<file path="config.mk">
export PLATFORM = sky130hd
export DESIGN_NAME = dsi_vid_pkt_seq
export DESIGN_NICKNAME = d
export VERILOG_FILES = /design/src/rtl/dsi_seq_pkg.sv /design/src/rtl/dsi_line_slots.sv /design/src/rtl/dsi_vert_ctr.sv /design/src/rtl/dsi_vid_pkt_seq.sv
export SDC_FILE = /design/constraint.sdc
export NUM_CORES = 1
export LEC_CHECK = 0
export BUFFER_PORTS_ARGS = -buffer_cell sky130_fd_sc_hd__buf_2
export CAP_MARGIN = 15
export CORE_MARGIN = 4
export CORE_UTILIZATION = 41
export CTS_BUF_LIST = sky130_fd_sc_hd__clkbuf_4
export DETAILED_ROUTE_END_ITERATION = 8
export SLEW_MARGIN = 10
export SYNTH_ARGS = -nofsm -noshare
export SYNTH_HDL_FRONTEND = slang
export SYNTH_SLANG_ARGS = --single-unit
</file>
<file path="constraint.sdc">
create_clock -name clk -period 4.7 [get_ports clk]
set_clock_uncertainty 0.15 [all_clocks]
set_input_delay 0.47 -clock clk [delete_from_list [all_inputs] [get_ports clk]]
set_output_delay 0.47 -clock clk [all_outputs]
set_load 0.005 [all_outputs]
</file>
<file path="src/rtl/dsi_seq_pkg.sv">
package dsi_seq_pkg;
  // descriptor kinds
  localparam logic [1:0] PK_SHORT = 2'd0;
  localparam logic [1:0] PK_BLANK = 2'd1;
  localparam logic [1:0] PK_PIXEL = 2'd2;

  // vertical regions (index into count vector, order is behaviour)
  localparam logic [1:0] RG_VSA = 2'd0;
  localparam logic [1:0] RG_ACT = 2'd2;

  // DSI data types
  localparam logic [5:0] DT_VSS   = 6'h01;
  localparam logic [5:0] DT_HSS   = 6'h21;
  localparam logic [5:0] DT_HSE   = 6'h31;
  localparam logic [5:0] DT_BLANK = 6'h19;

  // line slots, in transmit order
  localparam logic [2:0] SL_SYNC = 3'd0;
  localparam logic [2:0] SL_HSA  = 3'd1;
  localparam logic [2:0] SL_END  = 3'd2;
  localparam logic [2:0] SL_HBP  = 3'd3;
  localparam logic [2:0] SL_ACT  = 3'd4;
  localparam logic [2:0] SL_HFP  = 3'd5;
  localparam logic [2:0] SL_WRAP = 3'd6;

  localparam int unsigned SHORT_BYTES = 4;
  localparam int unsigned LONG_OVH    = 6;

  function automatic logic [31:0] pkt_bytes(input logic [1:0] kind, input logic [31:0] wc);
    return (kind == PK_SHORT) ? 32'(SHORT_BYTES) : wc + 32'(LONG_OVH);
  endfunction

  function automatic logic [31:0] opt_long(input logic [31:0] wc);
    return (wc == 32'd0) ? 32'd0 : wc + 32'(LONG_OVH);
  endfunction

  function automatic logic [31:0] line_budget(input logic [31:0] hsa, input logic [31:0] hbp,
                                              input logic [31:0] hact, input logic [31:0] hfp);
    return 32'(2 * SHORT_BYTES) + hact + 32'(LONG_OVH) + opt_long(hsa) + opt_long(hbp) + opt_long(hfp);
  endfunction
endpackage

</file>
<file path="src/rtl/dsi_line_slots.sv">
module dsi_line_slots
  import dsi_seq_pkg::*;
#(
  parameter int WC_W = 16
) (
  input  logic            clk,
  input  logic            rst_n,
  input  logic            adv,
  input  logic [WC_W-1:0] wc_hsa,
  input  logic [WC_W-1:0] wc_hbp,
  input  logic [WC_W-1:0] wc_hfp,
  output logic [2:0]      slot,
  output logic            line_done
);
  // next slot, skipping optional long packets whose count is zero
  function automatic logic [2:0] nxt_slot(input logic [2:0] cur, input logic hsa_on,
                                          input logic hbp_on, input logic hfp_on);
    case (cur)
      SL_SYNC: return hsa_on ? SL_HSA : SL_END;
      SL_HSA:  return SL_END;
      SL_END:  return hbp_on ? SL_HBP : SL_ACT;
      SL_HBP:  return SL_ACT;
      SL_ACT:  return hfp_on ? SL_HFP : SL_WRAP;
      default: return SL_WRAP;
    endcase
  endfunction

  logic [2:0] slot_nxt;

  assign slot_nxt  = nxt_slot(slot, wc_hsa != '0, wc_hbp != '0, wc_hfp != '0);
  assign line_done = adv && (slot_nxt == SL_WRAP);

  always_ff @(posedge clk or negedge rst_n) begin
    if (!rst_n)         slot <= SL_SYNC;
    else if (line_done) slot <= SL_SYNC;
    else if (adv)       slot <= slot_nxt;
  end

  // slot moves only on an accepted descriptor
  a_r9_slot_hold: assert property (@(posedge clk) disable iff (!rst_n)
    !adv |=> $stable(slot));
endmodule

</file>
<file path="src/rtl/dsi_vert_ctr.sv">
module dsi_vert_ctr
  import dsi_seq_pkg::*;
#(
  parameter int LN_W = 12
) (
  input  logic                 clk,
  input  logic                 rst_n,
  input  logic                 line_done,
  input  logic                 load,
  input  logic [3:0][LN_W-1:0] cnt_cur,
  input  logic [3:0][LN_W-1:0] cnt_new,
  output logic [1:0]           region,
  output logic                 frame_end
);
  function automatic logic [1:0] first_reg(input logic [3:0][LN_W-1:0] c);
    logic [1:0] r;
    r = RG_VSA;
    for (int s = 3; s >= 0; s--) if (c[s] != '0) r = 2'(s);
    return r;
  endfunction

  function automatic logic [1:0] nxt_reg(input logic [1:0] cur, input logic [3:0][LN_W-1:0] c);
    logic [1:0] r;
    logic [1:0] cand;
    r = cur;
    for (int s = 3; s >= 1; s--) begin
      cand = cur + 2'(s);
      if (c[cand] != '0) r = cand;
    end
    return r;
  endfunction

  logic [LN_W-1:0] line_idx;
  logic [1:0]      reg_nxt;
  logic            last_line;

  assign reg_nxt   = nxt_reg(region, cnt_cur);
  assign last_line = (line_idx + LN_W'(1)) == cnt_cur[region];
  assign frame_end = line_done && last_line && (reg_nxt <= region);

  always_ff @(posedge clk or negedge rst_n) begin
    if (!rst_n) begin
      region   <= RG_VSA;
      line_idx <= '0;
    end else if (load) begin
      region   <= first_reg(cnt_new);
      line_idx <= '0;
    end else if (line_done) begin
      if (last_line) begin
        region   <= reg_nxt;
        line_idx <= '0;
      end else begin
        line_idx <= line_idx + LN_W'(1);
      end
    end
  end

  // line index never runs past the programmed count of its region
  a_r7_line_range: assert property (@(posedge clk) disable iff (!rst_n)
    (cnt_cur[region] != '0) |-> (line_idx < cnt_cur[region]));
endmodule

</file>
<file path="src/rtl/dsi_vid_pkt_seq.sv">
module dsi_vid_pkt_seq
  import dsi_seq_pkg::*;
#(
  parameter int          WC_W   = 16,
  parameter int          LN_W   = 12,
  parameter logic [5:0]  PIX_DT = 6'h0B
) (
  input  logic            clk,
  input  logic            rst_n,
  input  logic [WC_W-1:0] cfg_hsa,
  input  logic [WC_W-1:0] cfg_hbp,
  input  logic [WC_W-1:0] cfg_hact,
  input  logic [WC_W-1:0] cfg_hfp,
  input  logic [LN_W-1:0] cfg_vsa,
  input  logic [LN_W-1:0] cfg_vbp,
  input  logic [LN_W-1:0] cfg_vact,
  input  logic [LN_W-1:0] cfg_vfp,
  output logic            desc_valid,
  input  logic            desc_ready,
  output logic [1:0]      desc_kind,
  output logic [5:0]      desc_dt,
  output logic [WC_W-1:0] desc_wc,
  output logic            pix_req
);
  localparam int SUM_W = WC_W + 3;

  logic [WC_W-1:0] sh_hsa, sh_hbp, sh_hact, sh_hfp;
  logic [LN_W-1:0] sh_vsa, sh_vbp, sh_vact, sh_vfp;
  logic            ld_pend;
  logic            hs;
  logic            line_done;
  logic            frame_end;
  logic            frame_reload;
  logic [2:0]      slot;
  logic [1:0]      region;
  logic            in_act;
  logic [SUM_W-1:0] line_bytes;
  logic [3:0][LN_W-1:0] cnt_cur, cnt_new;

  assign desc_valid   = !ld_pend;
  assign hs           = desc_valid && desc_ready;
  assign frame_reload = ld_pend || frame_end;
  assign in_act       = (region == RG_ACT);
  assign pix_req      = hs && (desc_kind == PK_PIXEL);
  assign cnt_cur      = {sh_vfp, sh_vact, sh_vbp, sh_vsa};
  assign cnt_new      = {cfg_vfp, cfg_vact, cfg_vbp, cfg_vsa};

  // shadow timing, captured only at frame boundaries
  always_ff @(posedge clk or negedge rst_n) begin
    if (!rst_n) begin
      ld_pend <= 1'b1;
      {sh_hsa, sh_hbp, sh_hact, sh_hfp} <= '0;
      {sh_vsa, sh_vbp, sh_vact, sh_vfp} <= '0;
    end else if (frame_reload) begin
      ld_pend <= 1'b0;
      {sh_hsa, sh_hbp, sh_hact, sh_hfp} <= {cfg_hsa, cfg_hbp, cfg_hact, cfg_hfp};
      {sh_vsa, sh_vbp, sh_vact, sh_vfp} <= {cfg_vsa, cfg_vbp, cfg_vact, cfg_vfp};
    end
  end

  dsi_line_slots #(.WC_W(WC_W)) u_slots (
    .clk       (clk),
    .rst_n     (rst_n),
    .adv       (hs),
    .wc_hsa    (sh_hsa),
    .wc_hbp    (sh_hbp),
    .wc_hfp    (sh_hfp),
    .slot      (slot),
    .line_done (line_done)
  );

  dsi_vert_ctr #(.LN_W(LN_W)) u_vert (
    .clk       (clk),
    .rst_n     (rst_n),
    .line_done (line_done),
    .load      (frame_reload),
    .cnt_cur   (cnt_cur),
    .cnt_new   (cnt_new),
    .region    (region),
    .frame_end (frame_end)
  );

  // descriptor decode from slot and region
  always_comb begin
    desc_kind = PK_SHORT;
    desc_dt   = (region == RG_VSA) ? DT_VSS : DT_HSS;
    desc_wc   = '0;
    case (slot)
      SL_HSA: begin desc_kind = PK_BLANK; desc_dt = DT_BLANK; desc_wc = sh_hsa; end
      SL_END: desc_dt = DT_HSE;
      SL_HBP: begin desc_kind = PK_BLANK; desc_dt = DT_BLANK; desc_wc = sh_hbp; end
      SL_ACT: begin
        desc_kind = in_act ? PK_PIXEL : PK_BLANK;
        desc_dt   = in_act ? PIX_DT : DT_BLANK;
        desc_wc   = sh_hact;
      end
      SL_HFP: begin desc_kind = PK_BLANK; desc_dt = DT_BLANK; desc_wc = sh_hfp; end
      default: ;
    endcase
  end

  // running byte count of the current line
  always_ff @(posedge clk or negedge rst_n) begin
    if (!rst_n)         line_bytes <= '0;
    else if (line_done) line_bytes <= '0;
    else if (hs)        line_bytes <= line_bytes + SUM_W'(pkt_bytes(desc_kind, 32'(desc_wc)));
  end

  // descriptor holds under back-pressure
  a_r9_hold: assert property (@(posedge clk) disable iff (!rst_n)
    (desc_valid && !desc_ready) |=> (desc_valid && $stable(desc_kind) && $stable(desc_dt) && $stable(desc_wc)));

  // accepted bytes of a line match the budget of the shadow timing
  a_r12_budget: assert property (@(posedge clk) disable iff (!rst_n)
    line_done |-> ((32'(line_bytes) + pkt_bytes(desc_kind, 32'(desc_wc)))
                   == line_budget(32'(sh_hsa), 32'(sh_hbp), 32'(sh_hact), 32'(sh_hfp))));

  // a new line always opens with a start-of-sync short packet
  a_r2_line_open: assert property (@(posedge clk) disable iff (!rst_n)
    line_done |=> (desc_kind == PK_SHORT && desc_dt != DT_HSE && desc_wc == '0));

  // no optional blanking packet goes out empty
  a_r8_no_empty: assert property (@(posedge clk) disable iff (!rst_n)
    (desc_valid && desc_kind == PK_BLANK && slot != SL_ACT) |-> (desc_wc != '0));

  // shadow timing only moves while a line is at its first slot
  a_r10_frozen: assert property (@(posedge clk) disable iff (!rst_n)
    (slot != SL_SYNC) |-> ($stable(sh_hact) && $stable(sh_hsa) && $stable(sh_hbp) && $stable(sh_hfp)
                           && $stable(sh_vsa) && $stable(sh_vbp) && $stable(sh_vact) && $stable(sh_vfp)));
endmodule

</file>
* Word-level counts from Yosys, hierarchy flattened
Cells that the tools add are included.
Storage, ports and cells: word-level logic and storage cells 87, input bits 115, register bits after elaboration 130, output and inout bits 26
Cells by class: equality and inequality tests 9, muxes and demuxes 33, reduce and logical (&&, ||, !) cells 24, add/subtract/negate cells 4, magnitude comparators 5
Operators by type and width (count):
- $bmux 12 s2 | 4
- $mux 12 | 7
- $reduce_bool 12->1 | 7
- $pmux 16 s4 | 1
- $reduce_bool 16->1 | 3
- $mux 2 | 13
- $pmux 6 s3 | 1
- $pmux 3 s5 | 1
- $add 12x1->12 const B | 1
- $eq 12x12->1 | 1
- $lt 2x3->1 const B | 4
- $eq 3x3->1 const B | 3
- $mux 3 | 3
- $eq 3x2->1 const B | 2
- $mux 6 | 1
- $reduce_bool 2->1 | 3
- $logic_and 1x1->1 | 5
- $mux 5 | 1
- $add 2x2->2 const B | 2
- $eq 2x2->1 const B | 2
- $pmux 2 s2 | 1
- $eq 3x1->1 const B | 1
- $logic_not 3->1 | 1
- $reduce_or 3->1 | 1
- other kinds (6) | 6

* Longest topological paths before layout
Gate-level depths: netlist (run 1).
depth after elaboration 12, gate-level depth with buffers 17, depth with buffers taken out 13

* Hierarchy
Synthesis (run 1) repeated with hierarchy kept, for this count alone.
Unflattened totals: cells, all modules 578, area, all modules 7280.7 sq um
Modules (own cells, without submodules):
- dsi_vid_pkt_seq | sequential area each 2829.0 sq um, times used 1, cells an instance 317, area an instance 5097.4 sq um
- dsi_vert_ctr | sequential area each 350.3 sq um, times used 1, cells an instance 228, area an instance 1898.1 sq um
- dsi_line_slots | sequential area each 75.1 sq um, times used 1, cells an instance 33, area an instance 285.3 sq um

* Worst setup path before layout (run 1)
Ideal clock, no wire load.
path kind register to register, start point register u_vert.region[0], end point register sh_hact[0], clock period less this slack 4.027 ns, buffers on the path 4, data arrival time 3.752 ns, path slack 0.673 ns, data required time 4.425 ns, library setup time 0.125 ns, stages on the path, launching flop included 18, cells stage by stage dfrtp_1 -> buf_2 -> clkbuf_1 -> inv_1 -> ha_1 -> o2111a_1 -> o21ai_0 -> o311a_1 -> xnor2_1 -> ha_1 -> nor2b_1 -> o21ai_0 -> o211ai_1 -> a2111oi_4 -> nor2_1 -> buf_6 -> buf_6 -> mux2_4
Between the ends: cells in the longest elaborated chain, start to end 10, elaborated cells between the ends (all ways) 22, classes of those cells 3 x add/sub; 1 x order compare; 1 x eq/ne; 11 x mux; 6 x reduce/logical
RTL lines:
- from (decl) | line dsi_vert_ctr.sv:12 | output logic [1:0] region,
- from (signal assigned) | line dsi_vert_ctr.sv:46 | region <= first_reg(cnt_new);
- from (signal assigned) | line dsi_vert_ctr.sv:50 | region <= reg_nxt;
- $add 2x2->2 | line dsi_vert_ctr.sv:27 | cand = cur + 2'(s);
- $bmux 12 s2 | line dsi_vert_ctr.sv:28 | if (c[cand] != '0) r = cand;
- $mux 12 (not written as such) | line dsi_vert_ctr.sv:28
- $reduce_bool 12->1 | line dsi_vert_ctr.sv:28
- $mux 2 (3 in a row) | line dsi_vert_ctr.sv:28
- $le 2x2->1 | line dsi_vert_ctr.sv:39 | assign frame_end = line_done && last_line && (reg_nxt <= region);
- $logic_and 1x1->1 (*) | line dsi_vert_ctr.sv:39
- $logic_or 1x1->1 (*) | line dsi_vid_pkt_seq.sv:42 | assign frame_reload = ld_pend || frame_end;
- to (signal assigned) | line dsi_vid_pkt_seq.sv:56 | {sh_hsa, sh_hbp, sh_hact, sh_hfp} <= {cfg_hsa, cfg_hbp, cfg_hact, cfg_hfp};
- to (decl) | line dsi_vid_pkt_seq.sv:27 | logic [WC_W-1:0] sh_hsa, sh_hbp, sh_hact, sh_hfp;
Mark *: on every way between the ends. The rest lies on a longest branch, timed or not. The select of a mux whose other input is x is not followed. A chain may end at the register's enable or synchronous reset.

* Worst setup path after layout (run 1)
start point register sh_vbp[8], end point register sh_vsa[7]
Between the ends: cells in the longest elaborated chain, start to end 9, elaborated cells between the ends (all ways) 19, classes of those cells 1 x order compare; 1 x eq/ne; 11 x mux; 6 x reduce/logical
RTL lines:
- from (decl) | line dsi_vid_pkt_seq.sv:28 | logic [LN_W-1:0] sh_vsa, sh_vbp, sh_vact, sh_vfp;
- from (signal assigned) | line dsi_vid_pkt_seq.sv:57 | {sh_vsa, sh_vbp, sh_vact, sh_vfp} <= {cfg_vsa, cfg_vbp, cfg_vact, cfg_vfp};
- $bmux 12 s2 | line dsi_vert_ctr.sv:28
- $mux 12 (not written as such) | line dsi_vert_ctr.sv:28
- $reduce_bool 12->1 | line dsi_vert_ctr.sv:28
- $mux 2 (3 in a row) | line dsi_vert_ctr.sv:28
- $le 2x2->1 | line dsi_vert_ctr.sv:39
- $logic_and 1x1->1 (*) | line dsi_vert_ctr.sv:39
- $logic_or 1x1->1 (*) | line dsi_vid_pkt_seq.sv:42
- to (signal assigned) | line dsi_vid_pkt_seq.sv:57
- to (decl) | line dsi_vid_pkt_seq.sv:28
Marks and branches as above.

==> results of run 1 <==
-- worst max-delay path, stage by stage (launching register included) --
cell and delay, ns:
sky130_fd_sc_hd__dfrtp_1 0.43, sky130_fd_sc_hd__nor4_1 0.37, sky130_fd_sc_hd__nand3_1 0.26, sky130_fd_sc_hd__nor4b_1 0.22
sky130_fd_sc_hd__o41ai_1 0.35, sky130_fd_sc_hd__o311a_1 0.30, sky130_fd_sc_hd__xnor2_1 0.14, sky130_fd_sc_hd__ha_1 0.25
sky130_fd_sc_hd__nand2_1 0.06, sky130_fd_sc_hd__o21ai_0 0.17, sky130_fd_sc_hd__o211ai_1 0.22, sky130_fd_sc_hd__a2111oi_4 0.08
sky130_fd_sc_hd__nor2_4 0.39, sky130_fd_sc_hd__buf_16 0.46, sky130_fd_sc_hd__mux2_2 0.40
-- layer usage --
layer | global-route usage | vias to the layer above | routed length, um
met2 | 0.323 | 187 | 9670
li1 | - | 2737 | -
met5 | 0 | - | 0
met1 | 0.293 | 2903 | 9690
met3 | 0.0361 | 38 | 953
met4 | 0.0727 | 0 | 447
-- cell usage in the layout (no fill, tap or decap), types with 4 or more instances in the layout --
cell type / count
sky130_fd_sc_hd__buf_2: 137
sky130_fd_sc_hd__dfrtp_1: 129
sky130_fd_sc_hd__dlygate4sd3_1: 110
sky130_fd_sc_hd__mux2_4: 80
sky130_fd_sc_hd__nor4_1: 39
sky130_fd_sc_hd__mux2_2: 33
sky130_fd_sc_hd__nand2_1: 30
sky130_fd_sc_hd__o21ai_0: 26
sky130_fd_sc_hd__mux2i_1: 20
sky130_fd_sc_hd__clkbuf_4: 19
sky130_fd_sc_hd__a22o_1: 18
sky130_fd_sc_hd__nor2_1: 17
sky130_fd_sc_hd__buf_4: 17
sky130_fd_sc_hd__nand3_1: 15
sky130_fd_sc_hd__a21oi_1: 13
sky130_fd_sc_hd__nor3_1: 13
sky130_fd_sc_hd__mux4_2: 12
sky130_fd_sc_hd__and3_1: 9
sky130_fd_sc_hd__inv_1: 8
sky130_fd_sc_hd__nor2b_1: 7
sky130_fd_sc_hd__xnor2_1: 5
sky130_fd_sc_hd__nand4_1: 5
sky130_fd_sc_hd__xnor3_1: 5
sky130_fd_sc_hd__ha_1: 5
sky130_fd_sc_hd__bufinv_16: 5
sky130_fd_sc_hd__nor4b_1: 4
sky130_fd_sc_hd__a221o_1: 4
-- repair_timing --
| action | in CTS | in global routing |
|---|---|---|
| resized for setup | 0 | 1 |
| setup buffers | 0 | 8 |
| setup endpoints to repair | 0 | 95 |
| hold buffers | 108 | 2 |
| endpoints found under the hold margin | 173 | 2 |
-- through the flow --
stage	setup TNS, ns	hold slack (ns)	power (W)	setup WS (ns)
floorplan	0	0.0244	0.00192	0.673
global placement	0	0.346	0.00225	0.253
detailed placement	0	0.346	0.00227	0.170
CTS	0	0.00374	0.00327	0.123
global route	-0.0123	0.00585	0.00342	-0.0101
finish	0	0.0511	0.00327	0.303
-- worst paths after layout --
path | to | slack [ns] | cells after the start
worst max-delay path | sh_vsa[7] | 0.30 | 14
worst min-delay path | sh_vfp[8] | 0.05 | 2
worst max register to register | sh_vsa[7] | 0.30 | 14
worst min register to register | sh_hact[4] | 0.38 | 1
max in group asynchronous | ld_pend | 3.12 | 3
min in group asynchronous | sh_hbp[10] | 0.39 | 2
-- power by group through the flow --
stage          combinational [W]  sequential (W)  clock (W)
2_1_floorplan           0.000608         0.00132          0
3_3_place_gp            0.000876         0.00138          0
3_5_place_dp            0.000890         0.00138          0
4_1_cts                 0.000963         0.00136   0.000949
5_1_grt                  0.00105         0.00138   0.000994
6_report                0.000970         0.00137   0.000928
-- cells by family after synthesis --
logic type / count (synthesis)
other: 2
DFF: 130
AOI/OAI and AO/OA: 88
adders and majority gates: 5
and+or+nand+nor: 158
muxes: 145
xor gates and xnor gates: 14
buffers and inverters: 43
-- sequential cells by signal, indices dropped and copies added (netlist names) --
register and count:
sh_hact 16, sh_vsa 12, sh_hsa 16, sh_hbp 16, sh_vact 12, u_slots.slot 3, u_vert.line_idx 12, sh_hfp 16
u_vert.region 2, ld_pend 1, sh_vbp 12, sh_vfp 12
-- area by class of cell --
| type | instances | area, um2 |
|---|---|---|
| diodes | 1 | 2.50 |
| clock buffers | 19 | 143 |
| clock inverters | 13 | 208 |
| fillers | 1492 | 7670 |
| inverters | 9 | 33.8 |
| multi-input cells | 413 | 3860 |
| flip-flops and latches | 130 | 3250 |
| well taps | 225 | 282 |
| repair buffers | 266 | 1960 |
==> flow_summary.ini, run 1 <==
[run_status]
outcome = complete, no violations

[logic_synthesis]
yosys.area_share.adder = 0.00852
synth-main-ff-cell = sky130_fd_sc_hd__dfrtp_1
synth_area_um2 = 7340
yosys.area_share.xor_xnor = 0.0281
synth-simple-area-share = 0.117
synth_cell_type_count = 60
synth_seq_area_share = 0.443
postSynthCellCount = 585
synth_common_cells = sky130_fd_sc_hd__dfrtp_1, sky130_fd_sc_hd__mux2_4, sky130_fd_sc_hd__nor4_1
synth.area.mux_share = 0.278
ys_async_sr_fraction = 1.00
number_of_enable_type_register_cells_in_the_synthesized_netlist = 0
synth.top_cells.by_area = sky130_fd_sc_hd__dfrtp_1, sky130_fd_sc_hd__mux2_4, sky130_fd_sc_hd__mux2_2
combinational_family_with_the_most_area_after_synthesis = multiplexers
number_of_storage_elements_in_the_synthesis_netlist = 130
synth_compound_area_frac = 0.0913
synth.largest_area_cell = sky130_fd_sc_hd__dfrtp_1
most_numerous_cell_in_the_yosys_netlist = sky130_fd_sc_hd__dfrtp_1
synthDominantCellAreaShare = 0.440
yosys_warnings = 0
post_synth.cell_area_avg_um2 = 12.6

[worst_setup_path]
cp_data_required_time_ns = 4.99
critical_path_source_type = flip-flop
worst_r2r_startpoint = sh_vbp[8]
nature_of_the_critical_path_endpoint = flip-flop
crit_path_max_fanout = 76
cp_data_arrival_time_ns = 4.68
worstSetupStartpoint = sh_vbp[8]
worstSetupPathType = reg -> reg

[drt]
drt.antenna.violating_nets = 0
detail_route.wl_per_cell_um = 19.3
drt_wl_total_um = 20800
drtPass1Iterations = 5
drt_drc_violations_left = 0
drt_iter0_markers = 395
dr_total_vias = 5865
vias_per_cell = 5.45

[floorplanning]
placeable_core_region_um2 = 17400
horiz_die_dim_um = 142
placementRows = 48
start_util = 0.422
design.die.area_um2 = 20100
floorplan.io_pins = 141
die_height_um = 142

[sta]
final_min_period_over_clock_period = 0.935
worst-slew-pin-transition_ns = 0.956
maxClockFrequency_mhz = 227
timing.max_slew.rel_slack = 0.360
timing.final.crit_period_ns = 4.40
timing.final.hold_violations = 0
final_setup_violation_count = 0
final-max-slew-violation-count = 0

[clock_network]
clockBufferDepth = 2
cts_root_buf = sky130_fd_sc_hd__clkbuf_4
clk_latency_ns = 0.56
cts-htree-levels = 4
cts_tree = yes
cts.reportedPaths.clkPinSlew_ns = 0.13
tritoncts.num_buffers = 17
cts.sinks = 130

[min_path]
holdCritStartpoint = cfg_vfp[8]
hold_class = in -> reg

[final_layout]
final_core_utilization = 0.559
finalInstanceArea_um2 = 9740
layout.cells.non_filler = 1076
share_of_cells_above_drive_strength_1 = 0.380
design.final.nets = 957
area_delta_synth_final_pct = 32.7

[pwr]
clock_power_share = 0.284
sequential_share_of_power = 0.419
comb_power_share = 0.297
net-switching-power_w = 0.00103
power.density_nw_per_um2 = 335
power.ir.vdd_worst_v = 0.000275
leakage_nw = 4.46
internal-power_w = 0.00223
switching_share = 0.317

[global_route]
grt_overflow_total = 0
grtUsageTotal = 0.207
first_global_vias = 5949
number_of_antenna_violations_at_the_first_check_in_global_routing = 1
maximum_number_of_pins_on_one_net_before_global_route_repair = 77
grt_pass1_wl_um = 32400

[flow_run]
maxCapViolCount = 0

[placed_design]
hpwl_um = 14700
postPlaceCellArea_um2 = 8220
routabilityCongestion = 0.928
io_buffer_count = 138
dp_cells = 925
Note: power is estimated with default switching activity, not from simulation.
==> run 2, diff against run 1 <==
Settings changed: CTS_BUF_LIST sky130_fd_sc_hd__clkbuf_4 to unset.
==> flow_summary.ini, run 2 (synthesis gave the netlist of run 1 again) <==
[worst_setup_path]
crit_path_max_fanout = 76
critical_path_source_type = flip-flop
worstSetupPathType = reg -> reg
cp_data_arrival_time_ns = 4.54
ff2ff_path_depth = 14
worst_r2r_startpoint = sh_vbp[8]
stage_delay_of_the_slowest_cell_on_the_critical_path_ns = 0.48
critical_path.endpoint = sh_hfp[0]
nature_of_the_critical_path_endpoint = flip-flop
cp_data_required_time_ns = 4.85
reg2reg_to = sh_hfp[0]
critical_path.cell_chain = nor4_1 -> nand3_1 -> nor4b_1 -> o41ai_1 -> o311a_1 -> xnor2_1 -> ha_1 -> nand2_1 -> o21ai_0 -> o211ai_1 -> a2111oi_4 -> nor2_4 -> buf_12 -> mux2_4
worstSetupStartpoint = sh_vbp[8]
r2r_setup_slack_ns = 0.31
critPathSlowestCell = sky130_fd_sc_hd__buf_12

[clock_network]
cts.sinks = 130
cts_root_buf = sky130_fd_sc_hd__clkbuf_16
clockBufferDepth = 2
cts_tree = yes
cts.reportedPaths.clkPinSlew_ns = 0.06
cts_repair_resize_count = 0
clk_latency_ns = 0.43
cts-htree-levels = 4
tritoncts.num_buffers = 17

[drt]
detail_route.wl_per_cell_um = 20.1
drtPass1Iterations = 5
drt_iter0_markers = 464
drt_drc_violations_left = 0
dr_total_vias = 5417
drt_wl_total_um = 19400
drt.antenna.violating_nets = 0
vias_per_cell = 5.61

[sta]
final-max-slew-violation-count = 0
timing.final.crit_period_ns = 4.39
worst-slew-pin-transition_ns = 0.978
final_min_period_over_clock_period = 0.934
timing.max_slew.rel_slack = 0.346
finalSetupTns_ns = 0
timing.final.hold_violations = 0
final_setup_violation_count = 0
maxClockFrequency_mhz = 228

[pwr]
internal-power_w = 0.00263
comb_power_share = 0.241
clock_power_share = 0.390
power.density_nw_per_um2 = 416
leakage_nw = 4.12
net-switching-power_w = 0.00108
switching_share = 0.292
power.ir.vdd_worst_v = 0.000289
sequential_share_of_power = 0.369

[final_layout]
share_of_cells_above_drive_strength_1 = 0.434
design.final.nets = 847
finalInstanceArea_um2 = 8930
commonest_non_fill_non_tap_cells_in_the_layout = sky130_fd_sc_hd__buf_2, sky130_fd_sc_hd__dfrtp_1, sky130_fd_sc_hd__mux2_4
nFillCells = 1557
commonest_non_fill_non_tap_cell_in_the_layout = sky130_fd_sc_hd__buf_2
area_delta_synth_final_pct = 21.6
ff_latch_area_um2 = 3250
multiInputGateArea_um2 = 3860

[placed_design]
postPlaceCellArea_um2 = 8220
io_buffer_count = 138
routabilityCongestion = 0.928
hpwl_um = 14700

[global_route]
grt_overflow_total = 0
number_of_antenna_violations_at_the_first_check_in_global_routing = 1
grtUsageTotal = 0.195
maximum_number_of_pins_on_one_net_before_global_route_repair = 77
first_global_vias = 5460
grt_pass1_wl_um = 30500

[floorplanning]
floorplan.io_pins = 141
horiz_die_dim_um = 142
placementRows = 48
design.die.area_um2 = 20100
die_height_um = 142
placeable_core_region_um2 = 17400
start_util = 0.422

[flow_run]
maxCapViolCount = 0

[min_path]
hold_class = in -> async

[run_status]
outcome = complete, no violations
==> run 2: critical path, delay by kind of cell, from the launching register on <==
kind | cells | cell delay (ns)
adder cells (fa/ha/maj) | 1 | 0.25
AO/OA/AOI/OAI | 5 | 1.10
buffers and inverters | 1 | 0.48
AND/OR/NAND/NOR | 5 | 1.30
flip-flops | 1 | 0.40
XOR/XNOR | 1 | 0.14
multiplexers | 1 | 0.35
==> run 2: metrics by stage <==
step | hold WS (ns) | worst slack, ns | total power (W) | util | std cells
final | 0.00476 | 0.311 | 0.00371 | 0.513 | 966
after global routing | 0.0639 | -0.0207 | 0.00387 | 0.513 | 966
after CTS | 0.0298 | 0.154 | 0.00373 | 0.509 | 957
after detailed placement | 0.346 | 0.170 | 0.00227 | 0.472 | 925
after global placement | 0.346 | 0.253 | 0.00225 | 0.472 | 925
after floorplan | 0.0244 | 0.673 | 0.00192 | - | 586
==> run 2: layer usage <==
layer / vias up / GRT usage / share of wire
met5: - / 0 / 0
met4: 0 / 0.0672 / 0.019
met3: 28 / 0.0391 / 0.059
met2: 182 / 0.291 / 0.45
met1: 2691 / 0.285 / 0.47
li1: 2516 / - / -
==> run 2: final cells by class <==
class / instances / share of cell area
Multi-Input combinational cell: 413 / 0.432
Sequential cell: 130 / 0.365
Timing Repair Buffer: 156 / 0.0956
Clock buffer: 19 / 0.0485
Tap cell: 225 / 0.0315
Clock inverter: 13 / 0.0233
Inverter: 9 / 0.00378
Antenna cell: 1 / 0.000280
==> run 2: power groups by stage <==
| stage | registers [W] | logic, W | clock network (W) |
|---|---|---|---|
| after global placement | 0.00138 | 0.000876 | 0 |
| after global routing | 0.00139 | 0.000967 | 0.00152 |
| after floorplan | 0.00132 | 0.000608 | 0 |
| after detailed placement | 0.00138 | 0.000890 | 0 |
| final | 0.00137 | 0.000894 | 0.00145 |
| after CTS | 0.00137 | 0.000894 | 0.00147 |
==> run 2: repair_timing <==
action / CTS / global route
setup endpoints to repair: 0 / 94
hold buffers: 0 / 0
setup buffers: 0 / 8
==> run 2: worst min-delay path by stage <==
stage / startpoint / to / slack, ns
6_report: rst_n / sh_hbp[10] / 0.005
5_1_grt: rst_n / sh_hbp[10] / 0.06
4_1_cts: rst_n / sh_hbp[10] / 0.03
3_5_place_dp: sh_hact[4] / sh_hact[4] / 0.35
3_3_place_gp: sh_hact[7] / sh_hact[7] / 0.35
2_1_floorplan: rst_n / sh_hact[0] / 0.02
